## src/rtl/kcr_pkg.sv

```systemverilog
package kcr_pkg;

   localparam int unsigned HOLD_SEL_W = 3;
   localparam int unsigned PW_SEL_W   = 2;

   // qualification length in ticks: selector times the hold unit
   function automatic int unsigned hold_ticks(input logic [HOLD_SEL_W-1:0] sel,
                                              input int unsigned unit);
      return int'(sel) * unit;
   endfunction

   // pulse length in ticks: power of two of the selector times the pulse unit
   function automatic int unsigned pulse_ticks(input logic [PW_SEL_W-1:0] sel,
                                               input int unsigned unit);
      return (32'd1 << sel) * unit;
   endfunction

endpackage

```

## src/rtl/kcr_match.sv

```systemverilog
module kcr_match #(
   parameter int unsigned CODE_W = 8,
   parameter int unsigned NSLOTS = 3,
   localparam int unsigned NCODES = 1 << CODE_W
) (
   input  logic [NSLOTS*CODE_W-1:0] codes,
   input  logic [NCODES-1:0]        evt_active,
   output logic                     sat
);

   logic [NSLOTS-1:0] used;
   logic [NSLOTS-1:0] ok;

   for (genvar s = 0; s < NSLOTS; s++) begin : g_slot
      logic [CODE_W-1:0] code;
      assign code    = codes[s*CODE_W +: CODE_W];
      assign used[s] = |code;
      assign ok[s]   = !used[s] || evt_active[code];
   end

   // a channel with no used slot is never satisfied
   assign sat = (|used) && (&ok);

endmodule

```

## src/rtl/kcr_hold.sv

```systemverilog
module kcr_hold #(
   parameter int unsigned HOLD_UNIT = 2000,
   localparam int unsigned HW = $clog2(7 * HOLD_UNIT + 1)
) (
   input  logic                            clk,
   input  logic                            rst_n,
   input  logic                            tick,
   input  logic                            sat,
   input  logic [kcr_pkg::HOLD_SEL_W-1:0]  hold_sel,
   output logic                            fire
);

   logic          armed;
   logic [HW-1:0] cnt;
   logic [HW-1:0] target;

   assign target = HW'(kcr_pkg::hold_ticks(hold_sel, HOLD_UNIT));
   assign fire   = sat && armed && (cnt >= target);

   always_ff @(posedge clk or negedge rst_n) begin
      if (!rst_n) begin
         armed <= 1'b1;
         cnt   <= '0;
      end else begin
         if (!sat)
            armed <= 1'b1;
         else if (fire)
            armed <= 1'b0;

         if (!sat || !armed || fire)
            cnt <= '0;
         else if (tick && (cnt < target))
            cnt <= cnt + HW'(1);
      end
   end

endmodule

```

## src/rtl/kcr_pulse.sv

```systemverilog
module kcr_pulse #(
   parameter int unsigned PULSE_UNIT = 1,
   localparam int unsigned PW = $clog2(8 * PULSE_UNIT + 1)
) (
   input  logic                          clk,
   input  logic                          rst_n,
   input  logic                          tick,
   input  logic                          fire,
   input  logic [kcr_pkg::PW_SEL_W-1:0]  pw_sel,
   output logic                          out_n
);

   logic [PW-1:0] left;

   always_ff @(posedge clk or negedge rst_n) begin
      if (!rst_n)
         left <= '0;
      else if (fire)
         left <= PW'(kcr_pkg::pulse_ticks(pw_sel, PULSE_UNIT));
      else if (tick && (left != '0))
         left <= left - PW'(1);
   end

   assign out_n = (left == '0);

endmodule

```

## src/rtl/kcr_channel.sv

```systemverilog
module kcr_channel #(
   parameter int unsigned CODE_W     = 8,
   parameter int unsigned NSLOTS     = 3,
   parameter int unsigned HOLD_UNIT  = 2000,
   parameter int unsigned PULSE_UNIT = 1,
   localparam int unsigned NCODES = 1 << CODE_W
) (
   input  logic                            clk,
   input  logic                            rst_n,
   input  logic                            tick,
   input  logic [NCODES-1:0]               evt_active,
   input  logic [NSLOTS*CODE_W-1:0]        codes,
   input  logic [kcr_pkg::HOLD_SEL_W-1:0]  hold_sel,
   input  logic [kcr_pkg::PW_SEL_W-1:0]    pw_sel,
   output logic                            gen_n
);

   logic sat;
   logic fire;

   kcr_match #(.CODE_W(CODE_W), .NSLOTS(NSLOTS)) u_match (
      .codes(codes), .evt_active(evt_active), .sat(sat)
   );

   kcr_hold #(.HOLD_UNIT(HOLD_UNIT)) u_hold (
      .clk(clk), .rst_n(rst_n), .tick(tick), .sat(sat),
      .hold_sel(hold_sel), .fire(fire)
   );

   kcr_pulse #(.PULSE_UNIT(PULSE_UNIT)) u_pulse (
      .clk(clk), .rst_n(rst_n), .tick(tick), .fire(fire),
      .pw_sel(pw_sel), .out_n(gen_n)
   );

endmodule

```

## src/rtl/kcr_rst_gen.sv

```systemverilog
module kcr_rst_gen #(
   parameter int unsigned CODE_W     = 8,
   parameter int unsigned CH1_SLOTS  = 3,
   parameter int unsigned CH2_SLOTS  = 2,
   parameter int unsigned HOLD_UNIT  = 2000,
   parameter int unsigned PULSE_UNIT = 1,
   localparam int unsigned NCODES = 1 << CODE_W
) (
   input  logic                            clk,
   input  logic                            rst_n,
   input  logic                            tick,
   input  logic [NCODES-1:0]               evt_active,
   input  logic [CH1_SLOTS*CODE_W-1:0]     ch1_codes,
   input  logic [CH2_SLOTS*CODE_W-1:0]     ch2_codes,
   input  logic [kcr_pkg::HOLD_SEL_W-1:0]  cfg_hold_sel,
   input  logic [kcr_pkg::PW_SEL_W-1:0]    cfg_pw_sel,
   input  logic                            cfg_pass_en,
   input  logic                            ext_rst_n,
   output logic                            rst1_n,
   output logic                            rst2_n
);

   if (CODE_W < 1 || CODE_W > 10) begin : g_bad_code_w
      $error("kcr_rst_gen: CODE_W out of range");
   end
   if (CH1_SLOTS < 1 || CH2_SLOTS < 1) begin : g_bad_slots
      $error("kcr_rst_gen: each channel needs a slot");
   end
   if (HOLD_UNIT < 1 || PULSE_UNIT < 1) begin : g_bad_unit
      $error("kcr_rst_gen: tick units must be nonzero");
   end

   logic gen1_n;

   kcr_channel #(.CODE_W(CODE_W), .NSLOTS(CH1_SLOTS),
                 .HOLD_UNIT(HOLD_UNIT), .PULSE_UNIT(PULSE_UNIT)) u_ch1 (
      .clk(clk), .rst_n(rst_n), .tick(tick), .evt_active(evt_active),
      .codes(ch1_codes), .hold_sel(cfg_hold_sel), .pw_sel(cfg_pw_sel),
      .gen_n(gen1_n)
   );

   kcr_channel #(.CODE_W(CODE_W), .NSLOTS(CH2_SLOTS),
                 .HOLD_UNIT(HOLD_UNIT), .PULSE_UNIT(PULSE_UNIT)) u_ch2 (
      .clk(clk), .rst_n(rst_n), .tick(tick), .evt_active(evt_active),
      .codes(ch2_codes), .hold_sel(cfg_hold_sel), .pw_sel(cfg_pw_sel),
      .gen_n(rst2_n)
   );

   // external reset merges onto channel one only when enabled
   assign rst1_n = gen1_n & (ext_rst_n | ~cfg_pass_en);

endmodule

```

## config.mk

```make
export PLATFORM = sky130hd
export DESIGN_NAME = kcr_rst_gen
export DESIGN_NICKNAME = d
export VERILOG_FILES = /design/src/rtl/kcr_pkg.sv /design/src/rtl/kcr_match.sv /design/src/rtl/kcr_hold.sv /design/src/rtl/kcr_pulse.sv /design/src/rtl/kcr_channel.sv /design/src/rtl/kcr_rst_gen.sv
export SDC_FILE = /design/constraint.sdc
export NUM_CORES = 1
export LEC_CHECK = 0
export BUFFER_PORTS_ARGS = -buffer_cell sky130_fd_sc_hd__buf_2
export CORE_UTILIZATION = 50
export DETAILED_ROUTE_END_ITERATION = 6
export PLACE_DENSITY = 0.74
export SLEW_MARGIN = 30
export SYNTH_ARGS = -nofsm -noshare
export SYNTH_HDL_FRONTEND = slang
export SYNTH_SLANG_ARGS = --single-unit
```

## constraint.sdc

```tcl
create_clock -name clk -period 3.88 [get_ports clk]
set_input_delay 0.194 -clock clk [delete_from_list [all_inputs] [get_ports clk]]
set_output_delay 0.194 -clock clk [all_outputs]
set_load 0.1 [all_outputs]
```

==> key figures, run 1 <==
Outcome
  • Outcome: finished clean

Timing
  • Fmax: between 200 and 300 MHz
  • Final setup violation count: 0
  • Skew final: slightly below 0.005 ns
  • Post-layout minimum cycle time: around 3.6 ns
  • Final Hold Viols: 0
  • Count of pins over their slew limit: 0
  • Worst slew pin tran: 0.893 ns
  • Slew headroom: 0.404
  • RSZ-0062 raised after global routing: no
  • Final WS setup: roughly 0.25 ns
  • Fin crit share: 0.935
  • Final setup TNS: 0 ns

Clock network
  • CTS clock-pin slew for the worst setup and hold paths: ~0.06 ns
  • Cts bufs inserted: 5
  • Clock buffer depth: 2
  • CTS Root Cell: clkbuf_16
  • Post-cts resize count: 0
  • Clock Latency Late Sink: roughly 0.28 ns
  • # hold bufs at CTS: 0
  • Post CTS Setup Buffer Count: 0
  • Clock Sinks: 38
  • H-tree lvl count: 2
  • CTS tree: yes

Hold path
  • Hold Path Class: input port to asynchronous set/reset pin

Route
  • Iter 0 DRT Violations: 2072
  • Drt drc: 0
  • Via count: approximately 15000
  • Antenna Violating Nets Remaining: 0
  • Routed vias/inst: between 7 and 8
  • Routed wire per std cell: about 29 um
  • Final wirelength: about 56000 um
  • Drt pass-1 iters: 6

Logic synthesis
  • Ys Warns: 0
  • Mapped Cells: around 1300
  • Fraction of registers with async set/reset: 1.00
  • Top_reg_cell synth: dfrtp_1
  • Syn_nets: about 1600
  • Synthesized cell area: between 0.01 and 0.015 mm^2
  • Seq/Total Area, Yosys: 0.0683
  • Syn avg cell area: 10.9 um^2
  • Post-synth EDFFs: 0
  • Synth Register Bits: 38
  • Cell variety after synth: 85

Cells and area
  • FF+latch area: roughly 950 um^2
  • Nets: approximately 1900
  • Multi-input logic area: ~0.012 mm^2
  • Final Instance Count excl. Fillers: ~1900
  • FILL cells: about 2400
  • Design area: approximately 0.016 mm^2
  • Layout area overhead: 14.8%
  • Share of cells above drive strength 1: 0.440

Worst setup path
  • Crit-path leading delay family: adder cells
  • Worst EP required: about 4 ns
  • Worst r2r src: u_ch1.u_hold.cnt[8]
  • Reg2Reg Capture Point: u_ch1.u_hold.cnt[1]
  • Path type of the worst setup path: input port to register
  • CP max FO: 14
  • Worst-path cell chain: buf_2, fa_1, inv_1, fa_1, fa_1, ha_1, a2111oi_0, o21ai_0, o2111a_1, a311oi_2, nand2_1, or3_1, buf_4, nor2_1
  • Slowest library cell on the worst path: fa_1
  • Worst R2R Setup Slack: 1.20 ns
  • Buf/Inv on CP: 3
  • Number of cells on the critical path: 14
  • Max incr delay on CP: 0.59 ns
  • Crit. End Element: register
  • CP most frequent cell: fa_1
  • Worst Path Arrival: about 3.8 ns
  • Reg2Reg Depth: 11
  • Crit start category: input port

Die
  • Initial core utilization: 0.513
  • Cell row count: 60
  • Area of the core: 0.0272 mm^2
  • Num ports: 308
  • Die ar.: around 0.029 mm^2
  • DIE WIDTH: roughly 170 um
  • Die Y: ~170 um

Global route
  • First-pass GRT wire length: about 86000 um
  • Total track usage: 0.396
  • Global route overflow: 0
  • Largest net degree at the start of global routing: 50
  • Antenna violations before repair: 13
  • Vias in the first global route: roughly 14000

Placement
  • Post-Place Cells: 1901
  • Setup slack at placement: -0.121 ns
  • Post-DP HPWL: around 44000 um
  • Number of I/O port buffers: between 300 and 400
  • Gpl congestion: 1.05
  • Post-DP Area: 0.0158 mm^2

Power
  • P_int: ~1.8 mW
  • Clk pwr share: 0.167
  • Power consumption: 3.15 mW
  • Sequential power share: 0.155
  • Leak: ~6.6 nW
  • PD cells: 196 mW/mm^2
  • P_sw: between 1 and 1.5 mW
  • Logic pwr share: 0.678
  • VDD IR-drop max: approximately 150 uV
  • Switching share of power: 0.426

Flow run
  • Max_cap viols: 0
## cell usage after synthesis, types with 13 or more instances
cell      instances  area, um^2
a21oi_1          28         140
a22oi_1          31         233
a31oi_1          14        87.6
buf_1            13        48.8
buf_2            38         190
clkbuf_1         35         131
dfrtp_1          36         901
ha_1             32         400
inv_1            34         128
mux2_2           25         282
mux2i_1         178        1780
mux4_1           22         578
mux4_2          244        5500
nand2_1          83         312
nand2b_1         19         119
nand3_1          34         170
nand4_1          16         100
nor2_1           74         278
nor2b_1          29         181
nor3_1           18        90.1
nor4_1           14        87.6
o21ai_0          14        70.1
o22ai_1          32         200
xnor2_1          17         149
xor2_1           17         149
## kinds of logic (layout without fill, tap and decap cells)
kind of cell    Yosys count  count (layout)  synth area share
compound gates          203             203             0.104
xor+xnor                 34              34            0.0213
fa+ha+maj                37              37            0.0352
buf+inv                 158             421            0.0652
flops                    38              38            0.0683
mux                     470             470             0.584
other cells               0              10                 0
simple gates            335             335             0.122
## layout make-up
cell class | instances | area share
Antenna cell | 10 | 0.00156
Clock buffer | 5 | 0.00781
Clock inverter | 3 | 0.00430
Inverter | 36 | 0.00844
Multi-Input combinational cell | 1079 | 0.755
Sequential cell | 38 | 0.0595
Tap cell | 372 | 0.0291
Timing Repair Buffer | 377 | 0.134
## through the flow
stage	utilization	hold slack, ns
after floorplan	-	-0.102
after global placement	0.581	0.334
after detailed placement	0.581	0.340
after CTS	0.588	0.0364
after global routing	0.589	0.0794
final	0.589	0.00611
## worst max path at each step
stage | from | end | slack [ns]
after floorplan | cfg_hold_sel[0] | u_ch1.u_hold.cnt[5] | 0.08
after global placement | cfg_hold_sel[0] | u_ch1.u_hold.cnt[7] | -0.04
after detailed placement | cfg_hold_sel[0] | u_ch1.u_hold.cnt[5] | -0.12
after CTS | cfg_hold_sel[0] | u_ch1.u_hold.cnt[1] | 0.14
after global routing | cfg_hold_sel[0] | u_ch1.u_hold.cnt[1] | 0.005
final | cfg_hold_sel[0] | u_ch1.u_hold.cnt[1] | 0.25
## power by group through the flow
stage	clock network [mW]	registers (mW)	logic, mW
after floorplan	0	0.478	1.36
after global placement	0	0.487	2.01
after detailed placement	0	0.489	2.06
after CTS	0.529	0.486	2.07
after global routing	0.549	0.493	2.24
final	0.525	0.489	2.13
## per-layer routing
| layer | global-route usage | wire, um |
|---|---|---|
| met3 | 0.129 | 8450 |
| met2 | 0.599 | 25200 |
| met1 | 0.514 | 19500 |
| met4 | 0.192 | 3230 |
| met5 | 0 | 50 |
## sequential cells by signal, indices dropped and copies added (netlist names)
signal / flops
u_ch1.u_hold.cnt: 14
u_ch2.u_hold.cnt: 14
u_ch1.u_pulse.left: 4
u_ch2.u_pulse.left: 4
u_ch1.u_hold.armed: 1
u_ch2.u_hold.armed: 1
## layout by cell type (no fill, tap or decap), types with 32 or more instances in the layout
master,instances
buf_2,302
mux4_2,244
mux2i_1,178
nand2_1,83
nor2_1,74
buf_4,69
dfrtp_1,36
inv_1,34
nand3_1,34
o22ai_1,32
ha_1,32
## worst reg2reg max path, delay by kind of cell (launching register included)
family / cells / cell delay, ns
DFF: 1 / 0.40
and+or+nand+nor: 4 / 0.60
AOI/OAI and AO/OA: 5 / 1.05
adders and majority gates: 1 / 0.34
buffers and inverters: 1 / 0.20
Power figures use the tool's default switching activity.
==> inputs of run 2 (changes only) <==
--- a/config.mk
+++ b/config.mk
@@ -5,7 +5,7 @@
 export SDC_FILE = /design/constraint.sdc
 export NUM_CORES = 1
 export LEC_CHECK = 0
-export BUFFER_PORTS_ARGS = -buffer_cell sky130_fd_sc_hd__buf_2
+export BUFFER_PORTS_ARGS = -buffer_cell sky130_fd_sc_hd__buf_4
 export CORE_UTILIZATION = 50
 export DETAILED_ROUTE_END_ITERATION = 6
 export PLACE_DENSITY = 0.74
==> constraint.sdc (replaced) <==
create_clock -name clk -period 3.88 [get_ports clk]
set_input_delay 0.97 -clock clk [delete_from_list [all_inputs] [get_ports clk]]
set_output_delay 0.97 -clock clk [all_outputs]
set_load 0.1 [all_outputs]
==> run 2 against run 1 <==
The flow now finishes with violations (DRC, setup timing); critical path depth unchanged; non-clock buffer count grew 93; first-iteration DRC count decreased by 9.6%; total power increased by 11%; critical path type unchanged.
==> key figures, run 2 (same netlist as run 1, synthesis figures left out) <==
Outcome
  • Outcome: finished with violations (was finished clean)
  • Violated checks: DRC, setup timing

Placement
  • Number of I/O port buffers: 307 (unchanged)
  • Post-DP Area: 0.0173 mm^2 (was 0.0158 mm^2)
  • Post-DP HPWL: 48500 um (was 43600 um)
  • Gpl congestion: 1.09 (was 1.05)

Die
  • Num ports: 308 (unchanged)
  • DIE WIDTH: 169 um (unchanged)
  • Area of the core: 0.0272 mm^2 (unchanged)
  • Initial core utilization: 0.513 (unchanged)
  • Die ar.: 0.0286 mm^2 (unchanged)
  • Die Y: 169 um (unchanged)
  • Cell row count: 60 (unchanged)

Timing
  • Worst slew pin tran: 0.716 ns (was 0.893 ns)
  • Fin crit share: 1.07 (was 0.935)
  • Slew headroom: 0.521 (was 0.404)
  • Final setup violation count: 34 (was 0)
  • Post-layout minimum cycle time: 4.16 ns (was 3.63 ns)
  • RSZ-0062 raised after global routing: yes (was no)
  • Count of pins over their slew limit: 0 (unchanged)
  • Skew final: 0.00945 ns (was 0.00492 ns)
  • Fmax: 241 MHz (was 276 MHz)
  • Final Hold Viols: 0 (unchanged)
  • Final WS setup: -0.278 ns (was 0.252 ns)
  • Hold slack: 0.557 ns (was 0.00611 ns)

Cells and area
  • Design area: 0.0178 mm^2 (was 0.0160 mm^2)
  • Share of cells above drive strength 1: 0.490 (was 0.440)
  • Nets: 1972 (was 1879)
  • Commonest non-fill, non-tap cell in the layout: buf_4 (was buf_2)
  • Layout area overhead: 27.4% (was 14.8%)
  • Most frequent cells in the layout: 449 x buf_4, 244 x mux4_2, 178 x mux2i_1 (was 302 x buf_2, 244 x mux4_2, 178 x mux2i_1)
  • Largest registers: u_ch1.u_hold.cnt x14, u_ch2.u_hold.cnt x14 (unchanged)

Global route
  • Largest net degree at the start of global routing: 39 (was 50)
  • Total track usage: 0.427 (was 0.396)
  • Antenna violations before repair: 3 (was 13)
  • First-pass GRT wire length: 90900 um (was 86000 um)
  • Busiest metal layer after global routing: met2 (unchanged)
  • Met3 usage: 0.114 (was 0.129)
  • Global route overflow: 0 (unchanged)
  • Met1 usage: 0.562 (was 0.514)
  • Vias in the first global route: 14866 (was 14383)
  • Met2 GRT Util: 0.656 (was 0.599)

Worst setup path
  • Path type of the worst setup path: input port to register (unchanged)
  • Worst EP required: 4.04 ns (was 4.08 ns)
  • Slowest library cell on the worst path: fa_1 (unchanged)
  • Worst r2r src: u_ch2.u_hold.cnt[4] (was u_ch1.u_hold.cnt[8])
  • CP max FO: 4 (was 14)
  • Worst R2R Setup Slack: 1.17 ns (was 1.20 ns)
  • Worst Path Arrival: 4.32 ns (was 3.83 ns)
  • Worst-path cell chain: buf_8, fa_1, inv_2, fa_2, fa_2, buf_4, buf_6, ha_4, a2111o_1, a221o_1, a31o_4, buf_4, and3_4, mux2i_1 (was buf_2, fa_1, inv_1, fa_1, fa_1, ha_1, a2111oi_0, o21ai_0, o2111a_1, a311oi_2, nand2_1, or3_1, buf_4, nor2_1)
  • Reg2Reg Depth: 11 (unchanged)
  • Crit start category: input port (unchanged)
  • Max incr delay on CP: 0.57 ns (was 0.59 ns)
  • Crit. End Element: register (unchanged)
  • Reg2Reg Capture Point: u_ch2.u_pulse.left[3] (was u_ch1.u_hold.cnt[1])

Clock network
  • # hold bufs at CTS: 0 (unchanged)
  • CTS clock-pin slew for the worst setup and hold paths: 0.06 ns (about the same)
  • Clock Latency Late Sink: 0.28 ns (about the same)
  • CTS tree: yes (unchanged)
  • CTS Root Cell: clkbuf_16 (unchanged)
  • Clock buffer depth: 2 (unchanged)
  • Clock Sinks: 38 (unchanged)
  • H-tree lvl count: 2 (unchanged)
  • Cts bufs inserted: 5 (unchanged)

Route
  • Drt pass-1 iters: 7 (was 6)
  • Antenna Violating Nets Remaining: 0 (unchanged)
  • Final wirelength: 61400 um (was 56400 um)
  • Drt drc: 1 (was 0)
  • Via count: 15055 (was 14586)
  • Iter 0 DRT Violations: 1873 (was 2072)
  • Routed wire per std cell: 30.6 um (was 29.4 um)
  • Routed vias/inst: 7.50 (was 7.60)

Hold path
  • Hold-critical path depth: 2
  • Hold Path Class: register to register (was input port to asynchronous set/reset pin)
  • Hold Path Sink: u_ch2.u_hold.armed
  • HP Start: u_ch2.u_hold.armed

Flow run
  • Max_cap viols: 0 (unchanged)

Power
  • Leak: 7.35 nW (was 6.56 nW)
  • PD cells: 196 mW/mm^2 (about the same)
  • VDD IR-drop max: 218 uV (was 154 uV)
[run 2: cell count changes in the layout (fill, tap and decap cells not counted), moves of 3 or more]
cell / change
buf_4: +380
buf_2: -302
nor2_1: -16
nor2_2: +13
buf_12: +10
diode_2: -7
o21ai_0: -4
buf_6: +3
ha_1: -3
nor2_4: +3
[run 2: stage by stage]
step / instances / setup TNS (ns) / worst slack [ns] / util / power (mW)
floorplan: 1275 / -12.76 / -0.562 / - / 1.84
global placement: 1988 / -20.69 / -0.672 / 0.638 / 2.73
detailed placement: 1988 / -22.20 / -0.707 / 0.638 / 2.79
CTS: 2001 / -9.54 / -0.347 / 0.651 / 3.40
global route: 2005 / -11.30 / -0.386 / 0.654 / 3.61
finish: 2006 / -8.01 / -0.278 / 0.654 / 3.48
[run 2: how the worst max path moves through the flow]
stage	from	cells after the start	slack (ns)	to
floorplan	cfg_hold_sel[2]	14	-0.56	u_ch1.u_hold.cnt[5]
global placement	cfg_hold_sel[2]	14	-0.67	u_ch1.u_hold.cnt[7]
detailed placement	cfg_hold_sel[2]	14	-0.71	u_ch1.u_hold.cnt[5]
CTS	cfg_hold_sel[0]	14	-0.35	u_ch1.u_hold.cnt[4]
global route	cfg_hold_sel[0]	14	-0.39	u_ch1.u_hold.cnt[13]
finish	cfg_hold_sel[0]	14	-0.28	u_ch2.u_pulse.left[3]
[run 2: final cells by class]
type	count	area (um^2)
Clock buffer	6	139
Timing Repair Buffer	470	3770
Sequential cell	38	953
Antenna cell	3	7.51
Fill cell	2196	9400
Inverter	36	135
Tap cell	372	465
Multi-Input combinational cell	1079	12300
Clock inverter	2	60.1
[run 2: timing repair]
| action | CTS | global route |
|---|---|---|
| pin swaps | 25 | 14 |
| endpoints found under the hold margin | 0 | 0 |
| gates resized for setup | 33 | 16 |
| endpoints found under the setup margin | 36 | 38 |
| cloned | 2 | 0 |
| setup buffers | 3 | 3 |
[run 2: critical path: cells and delay by family]
family                     cells  cell delay (ns)
and+or+nand+nor                1             0.17
AOI/OAI and AO/OA              3             0.96
adders and majority gates      4             1.54
muxes                          1             0.13
buffers and inverters          5             0.56
[run 2: layer usage]
layer	share of wire	vias to the layer above
met3	0.15	275
li1	-	6036
met5	0	-
met2	0.44	1441
met4	0.063	0
met1	0.35	7303
[run 2: where the power goes]
part           switching (mW)  internal, mW
clock network           0.166         0.386
registers              0.0373         0.444
logic                    1.23          1.21
